$ cat config.mk
export PLATFORM = sky130hd
export DESIGN_NAME = adc_seq
export DESIGN_NICKNAME = d
export VERILOG_FILES = /design/src/rtl/adc_seq.sv
export SDC_FILE = /design/constraint.sdc
export NUM_CORES = 1
export LEC_CHECK = 0
export BUFFER_PORTS_ARGS = -buffer_cell sky130_fd_sc_hd__buf_4
export CAP_MARGIN = 20
export CORE_ASPECT_RATIO = 0.8
export CORE_UTILIZATION = 58
export CTS_BUF_LIST = sky130_fd_sc_hd__clkbuf_8
export CTS_CLUSTER_SIZE = 10
export DETAILED_ROUTE_END_ITERATION = 10
export PLACE_DENSITY = 0.79
export SETUP_SLACK_MARGIN = 0.15
export SYNTH_ARGS = -nofsm -noshare
export SYNTH_HDL_FRONTEND = slang
export SYNTH_SLANG_ARGS = --single-unit
$ cat constraint.sdc
create_clock -name clk -period 2.42 [get_ports clk]
set_input_delay 0.242 -clock clk [delete_from_list [all_inputs] [get_ports clk]]
set_output_delay 0.242 -clock clk [all_outputs]
set_load 0.1 [all_outputs]
$ cat src/rtl/adc_seq.sv
module adc_seq #(
  parameter int CLK_DIV    = 18,
  parameter int FRAME_BITS = 16,
  parameter int CTRL_BITS  = 8,
  parameter int DATA_BITS  = 12,
  parameter int CH_LSB     = 3
) (
  input  logic       clk,
  input  logic       rst_n,
  input  logic       cmd_we,
  input  logic [7:0] cmd_wdata,
  output logic [7:0] cmd_rdata,
  output logic [7:0] res_lo,
  output logic [7:0] res_hi,
  output logic       sclk,
  output logic       cs_n,
  output logic       mosi,
  input  logic       miso
);

  localparam int DIV_W    = $clog2(CLK_DIV + 1);
  localparam int BIT_W    = $clog2(FRAME_BITS + 1);
  localparam int CH_BITS  = 3;
  localparam int MODE_BIT = 4;
  localparam int CH_POS   = FRAME_BITS - CTRL_BITS + CH_LSB;

  typedef enum logic [1:0] {S_IDLE, S_FRAME, S_GAP} state_t;

  state_t                 state;
  logic [DIV_W-1:0]       div_cnt;
  logic [BIT_W-1:0]       bit_cnt;
  logic                   high_half;
  logic                   second_pend;
  logic [CH_BITS-1:0]     ch_q;
  logic                   single_q;
  logic [FRAME_BITS-1:0]  tx_sr;
  logic [DATA_BITS-1:0]   rx_sr;
  logic [DATA_BITS-1:0]   result_q;
  logic [15:0]            result_ext;
  logic                   tick;
  logic                   last_bit;
  logic                   unused_bits;

  function automatic logic [FRAME_BITS-1:0] ctrl_word(input logic [CH_BITS-1:0] ch);
    logic [FRAME_BITS-1:0] w;
    w = '0;
    w[CH_POS +: CH_BITS] = ch;
    return w;
  endfunction

  assign tick     = (div_cnt == DIV_W'(CLK_DIV - 1));
  assign last_bit = (bit_cnt == BIT_W'(FRAME_BITS - 1));

  always_ff @(posedge clk or negedge rst_n) begin
    if (!rst_n) begin
      state       <= S_IDLE;
      div_cnt     <= '0;
      bit_cnt     <= '0;
      high_half   <= 1'b0;
      second_pend <= 1'b0;
      ch_q        <= '0;
      single_q    <= 1'b0;
      tx_sr       <= '0;
      rx_sr       <= '0;
      result_q    <= '0;
      sclk        <= 1'b0;
      cs_n        <= 1'b1;
    end else begin
      case (state)
        S_IDLE: begin
          if (cmd_we) begin
            ch_q        <= cmd_wdata[CH_BITS-1:0];
            single_q    <= cmd_wdata[MODE_BIT];
            second_pend <= !cmd_wdata[MODE_BIT];
            tx_sr       <= ctrl_word(cmd_wdata[CH_BITS-1:0]);
            div_cnt     <= '0;
            bit_cnt     <= '0;
            high_half   <= 1'b0;
            cs_n        <= 1'b0;
            state       <= S_FRAME;
          end
        end
        S_FRAME: begin
          div_cnt <= tick ? '0 : div_cnt + DIV_W'(1);
          if (tick) begin
            if (!high_half) begin
              sclk      <= 1'b1;
              high_half <= 1'b1;
              rx_sr     <= {rx_sr[DATA_BITS-2:0], miso};
            end else begin
              sclk      <= 1'b0;
              high_half <= 1'b0;
              if (last_bit) begin
                cs_n <= 1'b1;
                tx_sr <= '0;
                if (second_pend) begin
                  second_pend <= 1'b0;
                  state       <= S_GAP;
                end else begin
                  result_q <= rx_sr;
                  state    <= S_IDLE;
                end
              end else begin
                bit_cnt <= bit_cnt + BIT_W'(1);
                tx_sr   <= {tx_sr[FRAME_BITS-2:0], 1'b0};
              end
            end
          end
        end
        S_GAP: begin
          div_cnt <= tick ? '0 : div_cnt + DIV_W'(1);
          if (tick) begin
            tx_sr     <= ctrl_word(ch_q);
            bit_cnt   <= '0;
            high_half <= 1'b0;
            cs_n      <= 1'b0;
            state     <= S_FRAME;
          end
        end
        default: state <= S_IDLE;
      endcase
    end
  end

  assign mosi        = !cs_n && tx_sr[FRAME_BITS-1];
  assign cmd_rdata   = {state == S_IDLE, 2'b00, single_q, 1'b0, ch_q};
  assign result_ext  = 16'(result_q);
  assign res_lo      = result_ext[7:0];
  assign res_hi      = result_ext[15:8];
  assign unused_bits = ^{cmd_wdata[7:5], cmd_wdata[3]};

endmodule


==> flow_metrics.py <==
metrics = {
    "status": {
        "status": "complete, no violations",
    },
    "cts": {
        "clock-root-buffer": "clkbuf_8",
        "clockBufferDepth": 2,
        "cts-buffers-inserted": 5,
        "clock-sinks": 49,
        "clkLatencyLatePin_ns": 0.30,
        "cts_tree": "yes",
        "clkTransAtPathRegs_ns": 0.09,
        "htree_levels": 2,
    },
    "timing": {
        "finalCriticalPeriod_ns": 2.067,
        "timing.slew.headroom": 0.5181,
        "hold_violations": 0,
        "worst_slew_pin_slew_ns": 0.7228,
        "worst_clock_skew_ns": 0.005883,
        "min_period_over_period": 0.8539,
        "fin_tns_setup_ns": 0,
        "setup_violations": 0,
        "grt_setup_unrepaired": "no",
        "maxSlewViolCount": 0,
        "max_freq_ghz": 0.4839,
    },
    "detailed_routing": {
        "drt-total-wl_mm": 4.182,
        "drtPass1Iterations": 4,
        "ant_nets": 0,
        "drt_iter0_drc": 100,
        "top_layer": "met4",
        "drt-met1-wl_mm": 2.004,
        "routed_via_density": 5.432,
        "drt-wirelength-per-cell_um": 14.13,
        "vias": 1608,
        "wl_met3_um": 170,
        "wl_met2_mm": 1.976,
        "route.detailed.drc": 0,
    },
    "critical_path": {
        "critPathTopFamily": "simple AND/OR/NAND/NOR gates",
        "worstSetupEndpointType": "register",
        "crit_required_ns": 2.61,
        "worst_ep_arrival_time_ns": 2.26,
        "crit_path_max_fanout": 13,
        "cp_slowest_stage_delay_ns": 0.68,
        "crit_path_start_kind": "register",
        "crit_chain": "inv_1 > ha_1 > nand4bb_1 > or3_1 > mux2_4",
        "path_class": "reg2reg",
        "crit_path_top_delay_cell": "or3_1",
        "rrSetupSlack_ns": 0.35,
        "path_buf_inv": 1,
    },
    "grt": {
        "grt_first_pass_wirelength_mm": 6.934,
        "grtUsageTotal": 0.2119,
        "grt_pass1_vias": 1523,
        "grt_overflow": 0,
        "grt_max_degree": 50,
        "antenna_found_initial": 0,
    },
    "power": {
        "p_leak_nw": 1.451,
        "powerDensity_nw_per_um2": 945.3,
        "totalPowerFinal_mw": 2.634,
        "worst_ir_drop_vdd_uv": 1024,
    },
    "die": {
        "core_um2": 3954,
        "dieArea_um2": 4554,
        "initial_utilization": 0.6288,
        "die_y_um": 60.56,
        "die_x_um": 75.20,
        "ioPinCount": 39,
        "num_rows": 20,
    },
    "synth": {
        "ys_top_cells_by_area": "dfrtp_1 48%, mux2_4 11%, mux2_2 5.0%",
        "synth-seq-cells": 49,
        "synthArstFlopShare": 1.000,
        "synth_top_area_frac": 0.4831,
        "syn_avg_cell_area_um2": 11.78,
        "synth_cell_types": 41,
        "synth_edf_count": 0,
        "syn_inst": 211,
        "synth_area_um2": 2486,
        "synth_ff_type": "dfrtp_1",
        "ys_warn_count": 0,
        "synth_area_leader_cell": "dfrtp_1",
        "ys_seq_area_frac": 0.4937,
    },
    "placed_design": {
        "gp_congestion": 0.8031,
        "port_buffers": 27,
        "hpwl_mm": 2.934,
    },
    "finish": {
        "num_antenna_cells": 0,
        "nets": 261,
        "final_util": 0.7047,
        "drive_gt1_frac": 0.3071,
        "nFillCells": 317,
        "synthToLayoutAreaGrowth_pct": 12.08,
    },
    "worst_hold_path": {
        "hp-class": "in2reg",
    },
    "flow_run": {
        "maxCapViolations": 0,
    },
}
==> where the power goes <==
part	internal (mW)	leakage [nW]	switching, mW	total [mW]
combinational	0.306	0.749	0.792	1.10
clock	0.205	0.0445	0.273	0.478
sequential	0.954	0.658	0.104	1.06
==> cell families after synthesis <==
kind of cell / share of synthesized area
simple gates: 0.1223
flops: 0.4937
mux: 0.1847
compound gates: 0.08808
buf+inv: 0.06442
fa+ha+maj: 0.04530
other cells: 0.001508
==> per-stage QoR <==
step                worst slack (ns)  hold slack, ns  area, um2  instances
finish                        0.3535          0.1679       2786        296
global route                  0.2143          0.1452       2786        296
CTS                           0.3619          0.1551       2786        296
detailed placement            0.3770          0.2928       2686        287
global placement              0.4312          0.2925       2686        287
floorplan                     0.2941        -0.05359       2511        217
==> worst paths after layout <==
path | from | to | depth (start not counted)
setup / recovery | div_cnt[1]$_DFFE_PN0P_ | rx_sr[1]$_DFFE_PN0P_ | 5
hold / removal | miso | rx_sr[0]$_DFFE_PN0P_ | 2
setup reg to reg | div_cnt[1]$_DFFE_PN0P_ | rx_sr[1]$_DFFE_PN0P_ | 5
hold reg to reg | bit_cnt[4]$_DFFE_PN0P_ | bit_cnt[4]$_DFFE_PN0P_ | 1
max in group asynchronous | rst_n | result_q[7]$_DFFE_PN0P_ | 2
min in group asynchronous | rst_n | state[1]$_DFFE_PN0P_ | 2
==> routing by layer <==
metal | vias up | track usage
met3 | 4 | 0.07641
met1 | 783 | 0.2805
met4 | 0 | 0.04233
li1 | 786 | -
met2 | 35 | 0.3436
met5 | - | 0
==> cell usage in the layout, fill, tap and decap left out, types with 2 or more instances in the layout <==
cell and count:
dfrtp_1 48, buf_4 30, nand2_1 21, mux2_4 19, o21ai_0 12, inv_1 11
mux2_2 11, nor2_1 8, a21oi_1 8, ha_1 8, conb_1 7, and3_1 5
nor4_1 5, nand3_1 5, mux2i_1 5, clkbuf_8 5, a211o_1 4, nand2b_1 2
nand4b_1 2, nor3_1 2
==> area by class of cell <==
class	instances	area (um2)	area share
sequential	49	1227	0.4405
multi-input combinational	142	1124	0.4032
timing repair buffer	31	235.2	0.08442
clock buffer	5	68.82	0.02470
tap	55	68.82	0.02470
inverter	11	41.29	0.01482
clock inverter	3	21.27	0.007634
==> cell usage after synthesis, types with 2 or more instances <==
library cell / n
mux2i_1: 5
nand2b_1: 2
inv_1: 11
buf_4: 8
mux2_4: 19
a21oi_1: 8
nor4_1: 5
o21ai_0: 12
nor2_1: 8
nor3_1: 2
a211o_1: 4
ha_1: 9
buf_6: 2
clkbuf_1: 3
and3_1: 5
nand4b_1: 2
nand3_1: 5
mux2_2: 11
nand2_1: 21
dfrtp_1: 48
==> registers in the layout, indices dropped and copies added (netlist names), 2 cells and up <==
register,count
tx_sr,5
result_q,12
ch_q,3
div_cnt,5
state,2
bit_cnt,5
rx_sr,12
==> timing repair <==
action	in CTS	in global routing
hold buffers	1	0
buffers inserted	0	0
setup endpoints to repair	0	0
endpoints found under the hold margin	48	0
resized for setup	0	0
(Power assumes the default switching activity.)
